`src/rtl/booth_pkg.sv`:
```
package booth_pkg;

  typedef enum logic {
    ST_IDLE = 1'b0,
    ST_RUN  = 1'b1
  } booth_state_e;

  typedef enum logic [1:0] {
    OP_NONE = 2'd0,
    OP_ADD  = 2'd1,
    OP_SUB  = 2'd2
  } booth_op_e;

endpackage

```
`src/rtl/booth_recoder.sv`:
```
module booth_recoder
  import booth_pkg::*;
(
  input  logic      cur_bit,
  input  logic      prev_bit,
  output booth_op_e op
);

  // Pair (current, previous): 10 starts a run of 1s, 01 closes it.
  always_comb begin
    unique case ({cur_bit, prev_bit})
      2'b10:   op = OP_SUB;
      2'b01:   op = OP_ADD;
      default: op = OP_NONE;
    endcase
  end

endmodule

```
`src/rtl/booth_addsub.sv`:
```
module booth_addsub
  import booth_pkg::*;
#(
  parameter int WIDTH = 8,
  localparam int AW   = WIDTH + 1
) (
  input  logic [AW-1:0]    acc,
  input  logic [WIDTH-1:0] m,
  input  booth_op_e        op,
  output logic [AW-1:0]    res
);

  logic [AW-1:0] m_ext;
  logic [AW-1:0] operand;
  logic          cin;

  // The multiplicand is sign-extended by one guard bit. A subtraction adds
  // the inverted operand with a carry in.
  assign m_ext = {m[WIDTH-1], m};

  always_comb begin
    operand = '0;
    cin     = 1'b0;
    case (op)
      OP_ADD: begin operand = m_ext;  cin = 1'b0; end
      OP_SUB: begin operand = ~m_ext; cin = 1'b1; end
      default: begin operand = '0; cin = 1'b0; end
    endcase
  end

  assign res = acc + operand + AW'(cin);

endmodule

```
`src/rtl/booth_ctrl.sv`:
```
module booth_ctrl
  import booth_pkg::*;
#(
  parameter int WIDTH = 8,
  localparam int CW   = $clog2(WIDTH + 1)
) (
  input  logic clk,
  input  logic rst,
  input  logic start,
  output logic load,
  output logic step,
  output logic busy,
  output logic done
);

  booth_state_e  state_q;
  logic [CW-1:0] cnt_q;
  logic          last;

  assign load = (state_q == ST_IDLE) && start;
  assign step = (state_q == ST_RUN);
  assign busy = (state_q == ST_RUN);
  assign last = (cnt_q == CW'(WIDTH - 1));

  always_ff @(posedge clk) begin
    if (rst) begin
      state_q <= ST_IDLE;
      cnt_q   <= '0;
      done    <= 1'b0;
    end else begin
      done <= 1'b0;
      case (state_q)
        ST_IDLE: begin
          if (start) begin
            state_q <= ST_RUN;
            cnt_q   <= '0;
          end
        end
        ST_RUN: begin
          cnt_q <= cnt_q + 1'b1;
          if (last) begin
            state_q <= ST_IDLE;
            done    <= 1'b1;
          end
        end
        default: state_q <= ST_IDLE;
      endcase
    end
  end

  AST_DONE_PULSE: assert property (@(posedge clk) disable iff (rst)
    done |=> !done);
  AST_DONE_NOT_BUSY: assert property (@(posedge clk) disable iff (rst)
    done |-> !busy);
  AST_CNT_BOUND: assert property (@(posedge clk) disable iff (rst)
    busy |-> (cnt_q < CW'(WIDTH)));
  AST_START_ACCEPT: assert property (@(posedge clk) disable iff (rst)
    (start && !busy) |=> busy);

endmodule

```
`src/rtl/booth_seq_mul.sv`:
```
module booth_seq_mul
  import booth_pkg::*;
#(
  parameter int WIDTH = 8,
  localparam int AW   = WIDTH + 1
) (
  input  logic             clk,
  input  logic             rst,
  input  logic             start,
  input  logic [WIDTH-1:0] mcand,
  input  logic [WIDTH-1:0] mplier,
  output logic             busy,
  output logic             done,
  output logic [WIDTH-1:0] prod_hi,
  output logic [WIDTH-1:0] prod_lo
);

  logic             load;
  logic             step;
  logic [AW-1:0]    acc_q;
  logic [WIDTH-1:0] mq_q;
  logic             hist_q;
  logic [WIDTH-1:0] m_q;
  booth_op_e        op;
  logic [AW-1:0]    sum;

  booth_ctrl #(.WIDTH(WIDTH)) u_ctrl (
    .clk   (clk),
    .rst   (rst),
    .start (start),
    .load  (load),
    .step  (step),
    .busy  (busy),
    .done  (done)
  );

  booth_recoder u_rec (
    .cur_bit  (mq_q[0]),
    .prev_bit (hist_q),
    .op       (op)
  );

  booth_addsub #(.WIDTH(WIDTH)) u_alu (
    .acc (acc_q),
    .m   (m_q),
    .op  (op),
    .res (sum)
  );

  // The accumulator has one guard bit, so A - M with the most negative M
  // keeps its true sign through the arithmetic shift.
  always_ff @(posedge clk) begin
    if (rst) begin
      acc_q  <= '0;
      mq_q   <= '0;
      hist_q <= 1'b0;
      m_q    <= '0;
    end else if (load) begin
      acc_q  <= '0;
      mq_q   <= mplier;
      hist_q <= 1'b0;
      m_q    <= mcand;
    end else if (step) begin
      acc_q  <= {sum[AW-1], sum[AW-1:1]};
      mq_q   <= {sum[0], mq_q[WIDTH-1:1]};
      hist_q <= mq_q[0];
    end
  end

  assign prod_hi = acc_q[WIDTH-1:0];
  assign prod_lo = mq_q;

  AST_MCAND_FROZEN: assert property (@(posedge clk) disable iff (rst)
    (busy && !done) |=> $stable(m_q));
  AST_IDLE_HOLD: assert property (@(posedge clk) disable iff (rst)
    (!busy && !start) |=> ($stable(prod_hi) && $stable(prod_lo)));
  AST_SHIFT_HIST: assert property (@(posedge clk) disable iff (rst)
    step |=> (hist_q == $past(mq_q[0])));
  AST_GUARD_SIGN: assert property (@(posedge clk) disable iff (rst)
    (done || !busy) |-> (acc_q[AW-1] == acc_q[AW-2]));

endmodule

```
`config.mk`:
```
export PLATFORM = sky130hd
export DESIGN_NAME = booth_seq_mul
export DESIGN_NICKNAME = d
export VERILOG_FILES = /design/src/rtl/booth_pkg.sv /design/src/rtl/booth_recoder.sv /design/src/rtl/booth_addsub.sv /design/src/rtl/booth_ctrl.sv /design/src/rtl/booth_seq_mul.sv
export SDC_FILE = /design/constraint.sdc
export NUM_CORES = 1
export LEC_CHECK = 0
export ABC_AREA = 1
export ABC_CLOCK_PERIOD_IN_PS = 2500
export BUFFER_PORTS_ARGS = -buffer_cell sky130_fd_sc_hd__buf_4
export CAP_MARGIN = 0
export CORE_AREA = 5 5 63 65
export DETAILED_ROUTE_END_ITERATION = 7
export DIE_AREA = 0 0 68 70
export PLACE_DENSITY_LB_ADDON = 0.25
export SLEW_MARGIN = 20
export SYNTH_ARGS = -nofsm -noshare
export SYNTH_HDL_FRONTEND = slang
export SYNTH_SLANG_ARGS = --single-unit
```
`constraint.sdc`:
```
create_clock -name clk -period 2.5 [get_ports clk]
set_input_delay 0.5 -clock clk [delete_from_list [all_inputs] [get_ports clk]]
set_output_delay 0.5 -clock clk [all_outputs]
set_load 0.01 [all_outputs]
```
==> results.py, run 1 <==
metrics = {
    "placement": {
        "io_buffers": 36,
        "hpwl_microns": 2850,
        "place_area_sq_um": 2020,
        "place.gp.congestion": 0.856,
    },
    "timing": {
        "tns_ns": 0,
        "max_clock_freq_ghz": 0.440,
        "relSlewSlack": 0.669,
        "post-route-period-util": 0.908,
        "rsz0062_at_grt": "no",
        "period_minus_slack_ns": 2.27,
        "fin_worst_skew_ns": 0.00923,
        "final_hold_viol_count": 0,
        "setup_violations": 0,
        "slew_violations": 0,
        "max_slew.worst_pin.slew_ns": 0.497,
    },
    "cts": {
        "cts_resized": 0,
        "path_clk_slew_ns": 0.10,
        "clk_path_buf_depth": 2,
        "cts.htree.levels": 2,
        "clk_latency_ns": 0.33,
        "cts_setup_buffers": 0,
        "cts_tree": "built",
        "cts_sinks": 31,
        "clockRootBuffer": "clkbuf_4",
        "cts_buffers": 5,
        "holdBufCountCts": 0,
    },
    "pwr": {
        "ir_worst_vdd_uv": 359,
        "p_seq_frac": 0.505,
        "power_density_nw_per_um2": 527,
        "p_sw_frac": 0.314,
        "p_sw_mw": 0.343,
        "p_int_mw": 0.748,
        "pwr-share-clk": 0.260,
        "comb_power_share": 0.234,
        "p_leak_nw": 1.08,
    },
    "synth": {
        "synth.cell_area_sq_um": 1740,
        "syn_avg_cell_area_sq_um": 6.84,
        "ys.warnings.count": 0,
        "synth_top_area_cell": "dfxtp_1",
        "ys_ff_latch": 31,
        "yosys.cell_types.count": 21,
        "synth_cells": 255,
        "syn_nets": 284,
        "ys_seq_area_frac": 0.356,
        "yosys.area.top_type_share": 0.356,
        "yosys-top-cells-area": "dfxtp_1 (36%), nand2_1 (16%), nor2_1 (7.5%)",
    },
    "grt": {
        "grt_pass1_vias": 1513,
        "grt_overflow": 0,
        "grt_pass1_wl_microns": 6580,
        "antenna_found_initial": 0,
        "grt_max_degree": 27,
        "grt_use_total": 0.178,
    },
    "drt": {
        "post-route-drc-count": 0,
        "drt_pass1_iterations": 4,
        "dr_total_vias": 1643,
        "detail-route-antenna-nets": 0,
        "totalWireLength_microns": 3860,
        "vias_per_cell": 4.83,
        "wl_per_cell_microns": 11.4,
        "drtIter0Drc": 93,
    },
    "worst_setup_path": {
        "cp.required_ns": 2.73,
        "path_class": "reg2reg",
        "ff2ff_setup_slack_ns": 0.23,
        "cp-end-kind": "flop",
        "critPathLaunchType": "flop",
        "cp_max_fo": 8,
        "worst_r2r_path_depth": 13,
        "cp.arrival_ns": 2.50,
    },
    "floorplanning": {
        "chipHeight_microns": 70,
        "design.core.area_sq_um": 3280,
        "dieArea_sq_um": 4760,
        "start_util": 0.531,
        "row_count": 21,
        "die-width_microns": 68,
        "ios": 37,
    },
    "final_layout": {
        "layout-drive-gt1-share": 0.180,
        "nets": 322,
        "fin_util": 0.630,
        "synthToLayoutAreaGrowth_pct": 18.7,
        "fin_area_sq_um": 2070,
        "num_antenna_cells": 0,
    },
    "run_status": {
        "status": "completed",
    },
    "worst_hold_path": {
        "hold_path.class": "in2reg",
        "holdPathStages": 3,
    },
    "run": {
        "cap_violations": 0,
    },
}
## final timing paths
kind | start | endpoint
worst max-delay path | prod_lo[0] | acc_q[5]
worst min-delay path | mcand[4] | m_q[4]
worst max register to register | prod_lo[0] | acc_q[5]
worst min register to register | hist_q | hist_q
## metal layers
layer | track usage | wire (microns) | vias to the layer above
met5 | 0 | 0 | -
met4 | 0.0464 | 46 | 0
li1 | - | - | 880
met3 | 0.0529 | 259 | 6
met1 | 0.235 | 1810 | 714
met2 | 0.278 | 1750 | 43
## sequential cells by signal, summed over array words and instances, names as in the netlist
register      count
acc_q             8
m_q               8
prod_lo           8
u_ctrl.cnt_q      4
hist_q            1
u_ctrl.busy       1
u_ctrl.done       1
## power groups by stage
stage | combinational (mW) | clock [mW] | sequential [mW]
floorplan | 0.175 | 0 | 0.564
global placement | 0.255 | 0 | 0.562
detailed placement | 0.257 | 0 | 0.562
CTS | 0.259 | 0.290 | 0.551
global route | 0.294 | 0.310 | 0.556
finish | 0.256 | 0.284 | 0.551
## cells in the final DEF (no fill, tap or decap)
cell type and instances:
nor2_1 35, or2_4 2, o21ai_0 11, nand2_1 73, nand2_2 1, o211ai_1 4, xnor2_1 1, nor3_1 2
a21oi_1 17, inv_2 2, ha_1 8, nand3_1 19, a211oi_2 1, nand3b_1 4, clkbuf_1 2, nor2_2 1
buf_4 37, dfxtp_1 31, inv_1 32, clkbuf_4 5, clkinv_2 1, nor2_4 3, fa_1 2
## worst max-delay path, cell delays in order (launching register included)
cell and delay [ns]:
dfxtp_1 0.38, inv_1 0.08, nand2_1 0.19, a21oi_1 0.12, fa_1 0.40, fa_1 0.41
nand2_1 0.09, nand2_1 0.10, nand3b_1 0.13, nand2_1 0.06, nand2_1 0.06, nand3_1 0.07
nand2_1 0.07, inv_1 0.03
## logic make-up after synthesis
group,Yosys count,synth area share
adder cells (fa/ha/maj),10,0.0803
buffers and inverters,40,0.108
AO/OA/AOI/OAI,33,0.105
XOR/XNOR,1,0.00502
AND/OR/NAND/NOR,140,0.346
flip-flops,31,0.356
## cells in the mapped netlist
library cell  number
ha_1               8
buf_4              2
inv_2              2
xnor2_1            1
o21ai_0           11
or2_4              2
nor2_1            35
fa_1               2
nand2_1           73
a21oi_1           17
dfxtp_1           31
nor2_2             1
nor2_4             3
buf_6              4
inv_1             32
a211oi_2           1
o211ai_1           4
nand3_1           19
nand3b_1           4
nand2_2            1
nor3_1             2
## cell type report
class	count	area (sq um)
well taps	46	57.6
flip-flops and latches	31	621
inverters	34	128
clock inverters	1	5.00
fillers	299	1210
repair buffers	37	278
multi-input cells	184	936
clock buffers	7	45.0
## through the flow
stage	hold slack (ns)	instances	worst slack (ns)	power, mW
after floorplan	0.444	255	0.441	0.739
after global placement	0.470	332	0.308	0.816
after detailed placement	0.477	332	0.266	0.820
after CTS	0.374	340	0.240	1.10
after global routing	0.369	340	0.0319	1.16
final	0.382	340	0.230	1.09
(Power assumes the default switching activity.)
==> inputs of run 2 (changes only) <==
--- a/config.mk
+++ b/config.mk
@@ -12,7 +12,7 @@
 export CORE_AREA = 5 5 63 65
 export DETAILED_ROUTE_END_ITERATION = 7
 export DIE_AREA = 0 0 68 70
-export PLACE_DENSITY_LB_ADDON = 0.25
+export PLACE_DENSITY = 0.87
 export SLEW_MARGIN = 20
 export SYNTH_ARGS = -nofsm -noshare
 export SYNTH_HDL_FRONTEND = slang
==> run 2 against run 1 <==
Compared with the run above: clock skew shrank 0.0021 ns; sequential power is essentially flat; register-to-register slack is essentially flat; sequential share of layout area shrank 0.31 points; cell count shrank 0.29%; global-route usage grew 0.73 points; hold slack lost 0.0014 ns; critical path type unchanged; critical endpoint is now acc_q[7]; highest routed layer unchanged.
==> results.py, run 2 (synthesized netlist as in run 1, its figures left out) <==
metrics = {
    "timing": {
        "period_minus_slack_ns": 2.28,
        "max_slew.worst_pin.slew_ns": 0.539,
        "fin_worst_skew_ns": 0.00711,
        "rsz0062_at_grt": "no",
        "relSlewSlack": 0.640,
        "layout_setup_ws_ns": 0.216,
        "setup_violations": 0,
        "hold_ws_ns": 0.380,
        "post-route-period-util": 0.914,
        "slew_violations": 0,
        "tns_ns": 0,
        "max_clock_freq_ghz": 0.438,
        "final_hold_viol_count": 0,
    },
    "cts": {
        "path_clk_slew_ns": 0.10,
        "cts_sinks": 31,
        "clk_path_buf_depth": 2,
        "cts.htree.levels": 2,
        "cts_buffers": 5,
        "holdBufCountCts": 0,
        "cts_setup_buffers": 0,
        "cts_tree": "built",
        "clockRootBuffer": "clkbuf_4",
        "clk_latency_ns": 0.34,
        "cts_resized": 0,
    },
    "floorplanning": {
        "dieArea_sq_um": 4760,
        "die-width_microns": 68,
        "design.core.area_sq_um": 3280,
        "row_count": 21,
        "ios": 37,
        "chipHeight_microns": 70,
        "start_util": 0.531,
    },
    "grt": {
        "grt_pass1_vias": 1588,
        "grt_pass1_wl_microns": 6850,
        "grt_overflow": 0,
        "grt_max_degree": 19,
        "grt_use_total": 0.185,
        "antenna_found_initial": 0,
    },
    "final_layout": {
        "synthToLayoutAreaGrowth_pct": 19.9,
        "fin_area_sq_um": 2090,
        "num_antenna_cells": 0,
        "layout-drive-gt1-share": 0.181,
        "num-fill-cells": 303,
        "final_common_cell": "nand2_1",
        "fin_util": 0.637,
        "layout_common_cells": "nand2_1 (73), buf_4 (37), nor2_1 (35)",
        "stdcell_count": 339,
        "nets": 322,
    },
    "worst_setup_path": {
        "cp.arrival_ns": 2.54,
        "worst_path_most_repeated_cell": "nand2_1",
        "path_buf_inv": 2,
        "cp.required_ns": 2.75,
        "critPathMaxStageDelay_ns": 0.41,
        "cp_cell_sequence": "inv_1, nand2_1, a21oi_1, fa_1, fa_1, nand2_1, nand2_1, nand3_1, nand2_1, nand2_1, nand3_1, nand2_1, inv_1",
        "critPathTopFamily": "adder cells",
        "cp-end-kind": "flop",
        "slowest_stage": "fa_1",
        "cp_max_fo": 8,
        "path_class": "reg2reg",
        "critPathLaunchType": "flop",
    },
    "placement": {
        "place.gp.congestion": 0.857,
        "io_buffers": 36,
        "place_area_sq_um": 2020,
        "dpl_worst_slack_ns": 0.233,
        "hpwl_microns": 2960,
        "dp.cells": 332,
    },
    "pwr": {
        "p_sw_mw": 0.344,
        "p_seq_frac": 0.466,
        "p_sw_frac": 0.289,
        "pwr-share-clk": 0.317,
        "power_mw": 1.19,
        "ir_worst_vdd_uv": 276,
        "p_int_mw": 0.846,
        "p_leak_nw": 1.09,
        "comb_power_share": 0.217,
        "power_density_nw_per_um2": 569,
    },
    "drt": {
        "totalWireLength_microns": 3980,
        "drtIter0Drc": 114,
        "detail-route-antenna-nets": 0,
        "post-route-drc-count": 0,
        "dr_total_vias": 1671,
        "vias_per_cell": 4.93,
        "drt_pass1_iterations": 4,
        "wl_per_cell_microns": 11.8,
    },
    "worst_hold_path": {
        "hold_path.class": "in2reg",
    },
    "run_status": {
        "status": "completed",
    },
    "run": {
        "cap_violations": 0,
    },
}
==> run 2: cell types whose count changed in the layout (fill, tap and decap cells not counted), sizes merged <==
cell    delta
bufinv     +1
clkbuf     -1
clkinv     -1
==> run 2: worst paths after layout <==
| path | cells past startpoint | end | slack (ns) | startpoint |
|---|---|---|---|---|
| setup / recovery | 13 | acc_q[7] | 0.22 | prod_lo[0] |
| hold / removal | 2 | u_ctrl.cnt_q[1] | 0.38 | rst |
| setup reg to reg | 13 | acc_q[7] | 0.22 | prod_lo[0] |
| hold reg to reg | 2 | m_q[7] | 0.49 | m_q[7] |
==> run 2: cell type report <==
type,instances,area [sq um],share of cell area
multi-input combinational,184,936,0.448
sequential,31,621,0.297
timing repair buffer,37,278,0.133
inverter,34,128,0.0610
tap,46,57.6,0.0275
clock buffer,6,41.3,0.0197
clock inverter,1,30.0,0.0144
==> run 2: per-layer routing <==
metal / share of wire / global-route usage / vias up
met5: 0 / 0 / -
met4: 0.017 / 0.0706 / 0
met3: 0.059 / 0.0449 / 6
met2: 0.50 / 0.309 / 48
met1: 0.42 / 0.223 / 736
li1: - / - / 881
==> run 2: power by group through the flow <==
| stage | clock, mW | combinational (mW) | sequential [mW] |
|---|---|---|---|
| after floorplan | 0 | 0.175 | 0.564 |
| after global placement | 0 | 0.249 | 0.565 |
| after detailed placement | 0 | 0.256 | 0.565 |
| after CTS | 0.384 | 0.259 | 0.554 |
| after global routing | 0.406 | 0.291 | 0.559 |
| final | 0.377 | 0.259 | 0.554 |
